<file path="src/rtl/spi_regbank_pkg.sv">
package spi_regbank_pkg;

    localparam int WORD_W = 32;

    // view is selected by address bits 3:2 inside a four-word group
    typedef enum logic [1:0] {
        VIEW_PLAIN = 2'd0,
        VIEW_CLR   = 2'd1,
        VIEW_SET   = 2'd2,
        VIEW_INV   = 2'd3
    } view_e;

    // group is selected by address bits 6:4
    typedef enum logic [2:0] {
        GRP_CTRL  = 3'd0,
        GRP_STAT  = 3'd1,
        GRP_BUF   = 3'd2,
        GRP_BAUD  = 3'd3,
        GRP_CTRL2 = 3'd4,
        GRP_RSV5  = 3'd5,
        GRP_RSV6  = 3'd6,
        GRP_RSV7  = 3'd7
    } grp_e;

    // status word bit positions
    localparam int ST_RXEMPTY = 5;
    localparam int ST_OVR     = 6;
    localparam int ST_UDR     = 8;
    localparam int ST_FRM     = 12;
    localparam int ST_TXLVL   = 16;
    localparam int ST_RXLVL   = 24;

    // enable word bit positions
    localparam int EN_UDR = 10;
    localparam int EN_OVR = 11;
    localparam int EN_FRM = 12;

    // index of each sticky flag in the internal flag vector
    localparam int FLG_OVR = 0;
    localparam int FLG_UDR = 1;
    localparam int FLG_FRM = 2;
    localparam int NFLAGS  = 3;

    // number of writable four-view configuration groups
    localparam int NCFG = 2;

endpackage

</file>
<file path="src/rtl/spi_regbank_decode.sv">
module spi_regbank_decode
    import spi_regbank_pkg::*;
#(
    parameter int ADDR_W = 8
) (
    input  logic [ADDR_W-1:0] addr,
    output grp_e              grp,
    output view_e             view,
    output logic              hit
);
    localparam int GRP_LSB = 4;
    localparam int GRP_MSB = 6;

    logic upper_set;
    logic unused_low;

    assign unused_low = ^addr[1:0];

    generate
        if (ADDR_W > GRP_MSB + 1) begin : g_upper
            assign upper_set = |addr[ADDR_W-1:GRP_MSB+1];
        end else begin : g_noupper
            assign upper_set = 1'b0;
        end
    endgenerate

    always_comb begin
        grp  = grp_e'(addr[GRP_MSB:GRP_LSB]);
        view = view_e'(addr[3:2]);
        hit  = 1'b0;
        if (!upper_set) begin
            unique case (grp)
                GRP_CTRL, GRP_STAT, GRP_CTRL2: hit = 1'b1;
                GRP_BUF, GRP_BAUD:             hit = (view == VIEW_PLAIN);
                default:                       hit = 1'b0;
            endcase
        end
    end

endmodule

</file>
<file path="src/rtl/spi_regbank_alias.sv">
module spi_regbank_alias
    import spi_regbank_pkg::*;
#(
    parameter int W = 32
) (
    input  logic [W-1:0] cur,
    input  logic [W-1:0] wdata,
    input  view_e        view,
    input  logic         we,
    output logic [W-1:0] nxt
);
    always_comb begin
        nxt = cur;
        if (we) begin
            unique case (view)
                VIEW_PLAIN: nxt = wdata;
                VIEW_CLR:   nxt = cur & ~wdata;
                VIEW_SET:   nxt = cur | wdata;
                VIEW_INV:   nxt = cur ^ wdata;
                default:    nxt = cur;
            endcase
        end
    end

endmodule

</file>
<file path="src/rtl/spi_regbank_sticky.sv">
module spi_regbank_sticky #(
    parameter int N = 3
) (
    input  logic [N-1:0] cur,
    input  logic [N-1:0] set_ev,
    input  logic [N-1:0] clr_req,
    output logic [N-1:0] nxt
);
    // the event term is ORed in last, so hardware beats a software clear
    always_comb begin
        for (int i = 0; i < N; i++) begin
            nxt[i] = (cur[i] & ~clr_req[i]) | set_ev[i];
        end
    end

endmodule

</file>
<file path="src/rtl/spi_regbank.sv">
module spi_regbank
    import spi_regbank_pkg::*;
#(
    parameter int ADDR_W = 8,
    parameter int BAUD_W = 9,
    parameter int LVL_W  = 5
) (
    input  logic              clk,
    input  logic              rst_n,
    input  logic              bus_valid,
    input  logic              bus_write,
    input  logic [ADDR_W-1:0] bus_addr,
    input  logic [31:0]       bus_wdata,
    output logic [31:0]       bus_rdata,
    input  logic              ev_rx_overrun,
    input  logic              ev_tx_underrun,
    input  logic              ev_frame_err,
    input  logic              rx_empty,
    input  logic [LVL_W-1:0]  tx_level,
    input  logic [LVL_W-1:0]  rx_level,
    input  logic [31:0]       rx_data,
    output logic [31:0]       ctrl_word,
    output logic [31:0]       ctrl2_word,
    output logic [BAUD_W-1:0] baud_div,
    output logic              fault_irq,
    output logic              tx_push,
    output logic [31:0]       tx_word,
    output logic              rx_pop
);
    localparam int CFG_CTRL  = 0;
    localparam int CFG_CTRL2 = 1;

    typedef struct packed {
        logic [NCFG-1:0][WORD_W-1:0] cfg;
        logic [BAUD_W-1:0]           baud;
        logic [NFLAGS-1:0]           flags;
        logic [WORD_W-1:0]           rdata;
        logic                        push;
        logic [WORD_W-1:0]           txw;
        logic                        pop;
    } state_t;

    state_t st_d, st_q;

    grp_e  dec_grp;
    view_e dec_view;
    logic  dec_hit;
    logic  wr, rd;

    logic [NCFG-1:0][WORD_W-1:0] cfg_nxt;
    logic [NFLAGS-1:0]           flag_nxt;
    logic [NFLAGS-1:0]           flag_ev;
    logic [NFLAGS-1:0]           flag_clr;
    logic [NFLAGS-1:0]           flag_en;
    logic [WORD_W-1:0]           stat_word;
    logic [NFLAGS-1:0]           flags_q;

    assign wr = bus_valid &&  bus_write;
    assign rd = bus_valid && !bus_write;

    spi_regbank_decode #(.ADDR_W(ADDR_W)) u_dec (
        .addr (bus_addr),
        .grp  (dec_grp),
        .view (dec_view),
        .hit  (dec_hit)
    );

    // one alias engine per writable four-view group
    generate
        for (genvar g = 0; g < NCFG; g++) begin : g_cfg
            localparam grp_e MY_GRP = (g == CFG_CTRL) ? GRP_CTRL : GRP_CTRL2;
            spi_regbank_alias #(.W(WORD_W)) u_alias (
                .cur   (st_q.cfg[g]),
                .wdata (bus_wdata),
                .view  (dec_view),
                .we    (wr && dec_hit && (dec_grp == MY_GRP)),
                .nxt   (cfg_nxt[g])
            );
        end
    endgenerate

    always_comb begin
        flag_ev           = '0;
        flag_ev[FLG_OVR]  = ev_rx_overrun;
        flag_ev[FLG_UDR]  = ev_tx_underrun;
        flag_ev[FLG_FRM]  = ev_frame_err;
        flag_clr          = '0;
        if (wr && dec_hit && dec_grp == GRP_STAT && dec_view == VIEW_CLR) begin
            flag_clr[FLG_OVR] = bus_wdata[ST_OVR];
            flag_clr[FLG_UDR] = bus_wdata[ST_UDR];
            flag_clr[FLG_FRM] = bus_wdata[ST_FRM];
        end
    end

    spi_regbank_sticky #(.N(NFLAGS)) u_sticky (
        .cur     (st_q.flags),
        .set_ev  (flag_ev),
        .clr_req (flag_clr),
        .nxt     (flag_nxt)
    );

    always_comb begin
        stat_word                         = '0;
        stat_word[ST_RXEMPTY]             = rx_empty;
        stat_word[ST_OVR]                 = st_q.flags[FLG_OVR];
        stat_word[ST_UDR]                 = st_q.flags[FLG_UDR];
        stat_word[ST_FRM]                 = st_q.flags[FLG_FRM];
        stat_word[ST_TXLVL +: LVL_W]      = tx_level;
        stat_word[ST_RXLVL +: LVL_W]      = rx_level;
    end

    always_comb begin
        st_d       = st_q;
        st_d.cfg   = cfg_nxt;
        st_d.flags = flag_nxt;
        st_d.push  = wr && dec_hit && (dec_grp == GRP_BUF);
        st_d.pop   = rd && dec_hit && (dec_grp == GRP_BUF);
        if (wr && dec_hit && dec_grp == GRP_BUF) begin
            st_d.txw = bus_wdata;
        end
        if (wr && dec_hit && dec_grp == GRP_BAUD) begin
            st_d.baud = bus_wdata[BAUD_W-1:0];
        end
        if (rd) begin
            st_d.rdata = '0;
            if (dec_hit) begin
                unique case (dec_grp)
                    GRP_CTRL:  st_d.rdata = st_q.cfg[CFG_CTRL];
                    GRP_STAT:  st_d.rdata = stat_word;
                    GRP_BUF:   st_d.rdata = rx_data;
                    GRP_BAUD:  st_d.rdata = WORD_W'(st_q.baud);
                    GRP_CTRL2: st_d.rdata = st_q.cfg[CFG_CTRL2];
                    default:   st_d.rdata = '0;
                endcase
            end
        end
    end

    always_ff @(posedge clk or negedge rst_n) begin
        if (!rst_n) begin
            st_q <= '0;
        end else begin
            st_q <= st_d;
        end
    end

    always_comb begin
        flag_en          = '0;
        flag_en[FLG_OVR] = st_q.cfg[CFG_CTRL2][EN_OVR];
        flag_en[FLG_UDR] = st_q.cfg[CFG_CTRL2][EN_UDR];
        flag_en[FLG_FRM] = st_q.cfg[CFG_CTRL2][EN_FRM];
    end

    assign flags_q    = st_q.flags;
    assign fault_irq  = |(st_q.flags & flag_en);
    assign bus_rdata  = st_q.rdata;
    assign ctrl_word  = st_q.cfg[CFG_CTRL];
    assign ctrl2_word = st_q.cfg[CFG_CTRL2];
    assign baud_div   = st_q.baud;
    assign tx_push    = st_q.push;
    assign tx_word    = st_q.txw;
    assign rx_pop     = st_q.pop;

endmodule

</file>
<file path="config.mk">
export PLATFORM = sky130hd
export DESIGN_NAME = spi_regbank
export DESIGN_NICKNAME = d
export VERILOG_FILES = /design/src/rtl/spi_regbank_pkg.sv /design/src/rtl/spi_regbank_decode.sv /design/src/rtl/spi_regbank_alias.sv /design/src/rtl/spi_regbank_sticky.sv /design/src/rtl/spi_regbank.sv
export SDC_FILE = /design/constraint.sdc
export NUM_CORES = 1
export LEC_CHECK = 0
export BUFFER_PORTS_ARGS = -buffer_cell sky130_fd_sc_hd__buf_2
export CAP_MARGIN = 40
export CORE_MARGIN = 1
export CORE_UTILIZATION = 30
export DETAILED_ROUTE_END_ITERATION = 10
export MAX_ROUTING_LAYER = met4
export PLACE_DENSITY = 0.6
export REMOVE_ABC_BUFFERS = 1
export SYNTH_ARGS = -nofsm -noshare
export SYNTH_HDL_FRONTEND = slang
export SYNTH_HIERARCHICAL = 1
export SYNTH_SLANG_ARGS = --single-unit
</file>
<file path="constraint.sdc">
create_clock -name clk -period 1.09 [get_ports clk]
set_input_delay 0.109 -clock clk [delete_from_list [all_inputs] [get_ports clk]]
set_output_delay 0.109 -clock clk [all_outputs]
set_load 0.02 [all_outputs]
</file>
==> flow_summary_export.csv, run 1 <==
group,metric,value,unit
synth,yosys.area_share.adder,15.13,%
timing,worst_slew_margin_rel,53.59,%
synth,synth_edf_count,0,
placement,port_buffers,227,
cts,clkLatencyLatePin,0.45,ns
global_route,grt_start_max_net_pins,116,
synth,ys_top_cells_by_area,"dfrtp_1 (34%), ha_1 (15%), mux2i_1 (9.6%)",
cts,root_buffer,"clkbuf_16",
die,row_count,68,
synth,synth_cells,949,
timing,report.final.slew_viol_count,0,
timing,layout_setup_ws,-0.5205,ns
final_layout,area_growth_syn_to_layout,67.66,%
synth,yosysSeqAreaShare,33.57,%
synth,synthSimpleGateAreaFrac,5.225,%
global_route,use_met1,27.70,%
detailed_routing,vias,9906,
cts,cts.path.max_buffers,2,
synth,yosys.area_share.xor_xnor,0,%
detailed_routing,drt_iter0_drc,540,
global_route,grtUsageMet3,4.261,%
critical_path,crit_fanout,7,
global_route,grt_pass1_wl,59090,um
global_route,grt_usage,22.33,%
timing,rsz0062_at_grt,"yes",
critical_path,ff2ff_path_depth,6,
synth,synth_area_leader_cell,"dfrtp_1",
detailed_routing,drt-vias-per-instance,4.931,
placement,dpl.hpwl,24220,um
synth,synth-seq-cells,142,
critical_path,crit_required,1.42,ns
critical_path,cp-startpoint,"bus_addr[6]",
power_and_ir_drop,ir_drop,1.147,mV
cts,htreeDepth,4,
critical_path,end_kind,"register",
power_and_ir_drop,switching_power,7.954,mW
power_and_ir_drop,p_comb_share,44.7,%
cts,cts_sinks,142,
power_and_ir_drop,p_int,15.46,mW
final_layout,final_core_util,51.25,%
global_route,grt_overflow_total,0,
timing,fin_crit,1.610,ns
synth,ys_types,40,
detailed_routing,wl_per_cell,19.61,um
run_status,violations,"negative setup slack",
job,maxCapViolCount,0,
global_route,top_usage_layer,"met2",
timing,setup_viol,234,
die,dieArea,36040,sq um
power_and_ir_drop,sw_frac_of_total,33.97,%
cts,cts_tree,"yes",
synth,synth_area_per_cell,11.15,sq um
die,fp.dieH,189.8,um
synth,synth-compound-area-share,21.74,%
detailed_routing,ant_nets,0,
detailed_routing,drcViolationCount,0,
detailed_routing,drt-pass1-iter-count,5,
critical_path,rr_startpoint,"ctrl2_word[5]",
synth,synthesis.area,10590,sq um
die,ios,230,
critical_path,crit_arrival,1.94,ns
synth,async_flop_share,100.0,%
timing,max_freq,620.9,MHz
cts,cts_made_buffers,17,
synth,synth.area.mux_share,14.33,%
power_and_ir_drop,p_per_area,1319,nW/um^2
critical_path,crit_type,"in2reg",
timing,hold_viol_final,0,
die,die_x,189.8,um
synth,yosysWarnings,6,
die,start_util,30.57,%
final_layout,fin_nets,1757,
cts,clkTransAtPathRegs,0.07,ns
global_route,use_met2,36.22,%
timing,finalSetupTns,-70.38,ns
synth,synth_top_area_share,33.57,%
final_layout,drive_gt1_share,50.90,%
timing,skew,0.01284,ns
final_layout,layout_commonest_cell,"buf_6",
power_and_ir_drop,power_leakage,8.866,nW
min_path,hold_path.startpoint,"rx_data[6]",
run_status,status,"complete, but fails checks",
critical_path,start_kind,"input port",
global_route,grt_pass1_vias,10260,
power_and_ir_drop,power,23.42,mW
power_and_ir_drop,clock_power_share,26.5,%
min_path,hold_class,"in2reg",
final_layout,final_cell_mix,"buf_6 (234), buf_4 (210), dfrtp_1 (140)",
power_and_ir_drop,pwr-share-seq,28.8,%
die,fp.coreArea,34630,sq um
global_route,grt_antenna_before_repair,2,
synth,synth_flop_cell,"dfrtp_1",
min_path,whs_path_depth,3,
synth,synth_top_family_by_area,"compound AO/OA/AOI/OAI gates",
timing,min_period_over_period,147.8,%
timing,tightest_slew,0.6961,ns
detailed_routing,drt-total-wl,39390,um
placement,place_congestion,0.8185,
cells in the mapped netlist (2+ instances only):
library cell	number
a211oi_1	2
a21o_1	22
a21oi_2	2
a22o_1	29
a22oi_1	6
a32oi_1	3
and2_1	4
buf_12	6
buf_2	31
buf_4	15
buf_6	14
clkbuf_1	5
dfrtp_1	142
ha_1	128
inv_1	132
mux2_2	44
mux2i_1	102
nand2_1	85
nand2_2	2
nor2_1	2
nor2b_1	3
nor2b_4	2
nor3_1	2
o211ai_1	4
o211ai_2	54
o21ai_0	23
o221ai_1	7
o221ai_2	54
o22ai_1	12
or3_1	2
metrics by stage:
stage	cells	hold WS (ns)	instance area (sq um)	setup WS [ns]
after floorplan	878	-0.1866	10020	-4.784
after global placement	1780	-0.008501	13640	-0.9728
after detailed placement	1781	-0.008642	13670	-1.015
after CTS	1981	0.001845	17460	-0.4631
after global routing	2009	0.01200	17750	-0.5446
final	2009	0.01989	17750	-0.5205
worst max-delay path, stage by stage:
cell	delay [ns]
buf_8	0.10
or3_4	0.39
a21oi_4	0.24
nand3_4	0.14
buf_4	0.17
nor3b_4	0.23
buf_6	0.20
mux2_2	0.35
registers in the layout, indices dropped and copies added (netlist names):
register	flops
baud_div	9
bus_rdata	32
ctrl2_word	32
ctrl_word	32
flags_q	3
rx_pop	1
tx_push	1
tx_word	32
what timing repair did:
action                                  4_1_cts  5_1_grt
setup buffers                                87       29
pin swaps                                    40       32
hold buffers                                 72        0
endpoints found under the setup margin      282      281
resized for setup                           441       25
gates cloned                                 10        2
hold endpoints to repair                    212        0
path summary, 6_finish.rpt:
| path | end | slack (ns) |
|---|---|---|
| hold reg to reg | tx_word[1] | 0.54 |
| min in group asynchronous | ctrl_word[12] | 0.11 |
| setup reg to reg | ctrl2_word[5] | -0.37 |
| hold / removal | bus_rdata[6] | 0.02 |
| max in group asynchronous | tx_word[19] | 0.44 |
| setup / recovery | baud_div[5] | -0.52 |
layout make-up:
cell class	instances	area [sq um]
tap	455	569.3
sequential	142	3556
clock inverter	13	138.9
timing repair buffer	642	6237
inverter	132	495.5
fill	2949	16880
multi-input combinational	604	6292
antenna	2	5.005
clock buffer	19	452.9
layer usage:
layer	wire length [um]	part of all wire, %
met1	17390	44
met2	19010	48
met3	1935	4.9
met4	1046	2.7
met5	0	0
power by group through the flow:
stage | logic, mW | clock network [mW] | registers [mW]
final | 10.5 | 6.20 | 6.74
after global routing | 11.2 | 6.52 | 6.82
after CTS | 10.2 | 6.35 | 6.72
after detailed placement | 7.76 | 0 | 6.69
after global placement | 7.48 | 0 | 6.68
after floorplan | 2.64 | 0 | 7.67
cell families after synthesis:
family,count (synthesis)
DFF,142
muxes,146
and+or+nand+nor,111
AOI/OAI and AO/OA,219
buffers and inverters,203
adders and majority gates,128
No activity file was read; power rests on OpenSTA's default activity.
==> inputs of run 2 (changes only) <==
Clock period 1.09 ns to 1.3 ns, I/O delays scaled along.
==> run 2 against run 1 <==
Compared with the run above:
- the run still ends with negative setup slack left
- via count fell by 12%
- critical path depth rose by 1
- register-to-register slack improved by 0.35 ns
- core utilization fell by 9.6 points
- sequential share of layout area rose by 4.6 points
- highest routed layer unchanged
- critical endpoint is now baud_div[6]
- largest cell class unchanged
==> flow_summary_export.csv, run 2 (synthesis gave the netlist of run 1 again) <==
group,metric,value,unit
cts,cts_made_buffers,17,
critical_path,crit_arrival,1.93,ns
critical_path,crit_fanout,7,
timing,skew,0.009527,ns
critical_path,start_kind,"input port",
critical_path,slowest_delay,0.39,ns
final_layout,area_growth_syn_to_layout,36.34,%
final_layout,multi_input_area,6279,sq um
detailed_routing,drt_iter0_drc,413,
critical_path,end_kind,"register",
placement,dpl.hpwl,23810,um
detailed_routing,drcViolationCount,0,
power_and_ir_drop,sw_frac_of_total,35.69,%
power_and_ir_drop,pwr-share-seq,35.0,%
die,fp.dieH,189.8,um
cts,htreeDepth,4,
die,dieArea,36040,sq um
run_status,violations,"negative setup slack",
power_and_ir_drop,ir_drop,0.9350,mV
power_and_ir_drop,clock_power_share,31.0,%
critical_path,crit_family,"simple AND/OR/NAND/NOR gates",
global_route,grt_pass1_vias,8868,
final_layout,drive_gt1_share,43.56,%
min_path,whs_path_depth,3,
critical_path,rr_startpoint,"ctrl2_word[6]",
final_layout,final_cell_mix,"buf_2 (211), dfrtp_1 (141), inv_1 (132)",
timing,rsz0062_at_grt,"yes",
final_layout,nFillCells,3278,
timing,report.final.slew_viol_count,0,
final_layout,layout_commonest_cell,"buf_2",
cts,cts_sinks,142,
placement,place_ws,-0.7883,ns
min_path,hold_class,"in2reg",
timing,fin_crit,1.615,ns
global_route,grt_pass1_wl,51910,um
job,maxCapViolCount,0,
timing,layout_setup_ws,-0.3155,ns
final_layout,fin_nets,1487,
power_and_ir_drop,p_per_area,1129,nW/um^2
die,start_util,30.57,%
critical_path,rr_endpoint,"ctrl2_word[6]",
placement,place_congestion,0.7965,
die,row_count,68,
placement,port_buffers,227,
cts,cts_tree,"yes",
die,fp.coreArea,34630,sq um
timing,max_freq,619.0,MHz
critical_path,slowest_stage,"or3_4",
critical_path,rrSetupSlack,-0.02,ns
critical_path,ff2ff_path_depth,5,
global_route,grt_antenna_before_repair,1,
detailed_routing,drt-vias-per-instance,5.007,
critical_path,cp.depth,9,
cts,root_buffer,"clkbuf_16",
critical_path,cp-startpoint,"bus_addr[2]",
detailed_routing,wl_per_cell,20.11,um
detailed_routing,ant_nets,0,
timing,worst_slew_margin_rel,42.40,%
timing,tightest_slew,0.8640,ns
critical_path,cp_num_buf_inv,4,
critical_path,crit_type,"in2reg",
global_route,grt_usage,19.73,%
power_and_ir_drop,power,16.29,mW
detailed_routing,vias,8697,
timing,min_period_over_period,124.3,%
cts,cts.path.max_buffers,2,
global_route,grt_start_max_net_pins,128,
global_route,grt_overflow_total,0,
timing,setup_viol,144,
critical_path,cp_common_cell,"buf_6",
power_and_ir_drop,p_comb_share,34.0,%
power_and_ir_drop,p_int,10.48,mW
power_and_ir_drop,power_leakage,7.263,nW
critical_path,crit_required,1.62,ns
die,ios,230,
detailed_routing,drt-pass1-iter-count,5,
die,die_x,189.8,um
cts,clkLatencyLatePin,0.44,ns
final_layout,seqCellArea,3555,sq um
critical_path,cp-endpoint,"baud_div[6]",
power_and_ir_drop,switching_power,5.815,mW
cts,clkTransAtPathRegs,0.07,ns
final_layout,final_core_util,41.68,%
run_status,status,"complete, but fails checks",
detailed_routing,drt-total-wl,34940,um
timing,hold_viol_final,0,
critical_path,crit_chain,"buf_8 > or3_4 > a21oi_4 > nand3_4 > buf_4 > buf_6 > nor3b_4 > buf_6 > mux2_4",
-- run 2: cell count changes in the layout (fill, tap and decap cells not counted), moves of 3 or more --
cell / delta
mux2_2: -6
buf_6: -209
buf_2: +127
mux2_4: +6
buf_12: -3
buf_4: -138
dlygate4sd3_1: -45
-- run 2: cell type report --
class / instances / area share (%)
Multi-Input combinational cell: 604 / 43.51
Clock inverter: 10 / 0.7890
Sequential cell: 142 / 24.63
Inverter: 132 / 3.433
Clock buffer: 21 / 3.260
Antenna cell: 1 / 0.01734
Timing Repair Buffer: 372 / 20.42
Tap cell: 455 / 3.945
-- run 2: through the flow --
stage                     instances  hold slack (ns)  TNS, ns  cell area [sq um]
final                          1737          0.01684   -33.75              14430
after floorplan                 878          -0.1656  -297.77              10020
after detailed placement       1646          0.06030  -100.92              12610
after global placement         1646          0.05576   -96.57              12610
after CTS                      1728        0.0003570   -28.79              14090
after global routing           1737         0.009054   -40.74              14430
-- run 2: how the worst min path moves through the flow --
| stage | startpoint | to | slack (ns) |
|---|---|---|---|
| floorplan | rst_n | baud_div[0] | -0.17 |
| global placement | rst_n | tx_word[23] | 0.06 |
| detailed placement | rst_n | bus_rdata[22] | 0.06 |
| CTS | tx_level[0] | bus_rdata[16] | 0.0004 |
| global route | bus_wdata[13] | ctrl2_word[13] | 0.009 |
| finish | bus_wdata[17] | ctrl2_word[17] | 0.02 |
-- run 2: per-layer routing --
metal / up-vias / track usage, % / part of all wire, %
li1: 4019 / - / -
met1: 4406 / 25.51 / 47
met2: 232 / 31.56 / 47
met3: 40 / 3.597 / 4.4
met4: 0 / 5.211 / 1.8
met5: - / - / 0
-- run 2: worst min-delay path: stages --
cell,delay [ns]
buf_2,0.15
o211ai_2,0.09
o221ai_2,0.05
-- run 2: repair_timing --
action | in CTS | in global routing
resized for setup | 63 | 66
cloned | 8 | 3
setup endpoints to repair | 143 | 155
setup buffers | 17 | 12
endpoints found under the hold margin | 164 | 0
hold buffers | 27 | 0
pin swaps | 37 | 8
-- run 2: power groups by stage --
| stage | logic (mW) | registers (mW) | clock network [mW] |
|---|---|---|---|
| after global routing | 6.04 | 5.79 | 5.36 |
| after CTS | 5.40 | 5.68 | 5.17 |
| after detailed placement | 5.16 | 5.76 | 0 |
| after floorplan | 2.22 | 6.43 | 0 |
| final | 5.53 | 5.71 | 5.05 |
| after global placement | 4.96 | 5.73 | 0 |
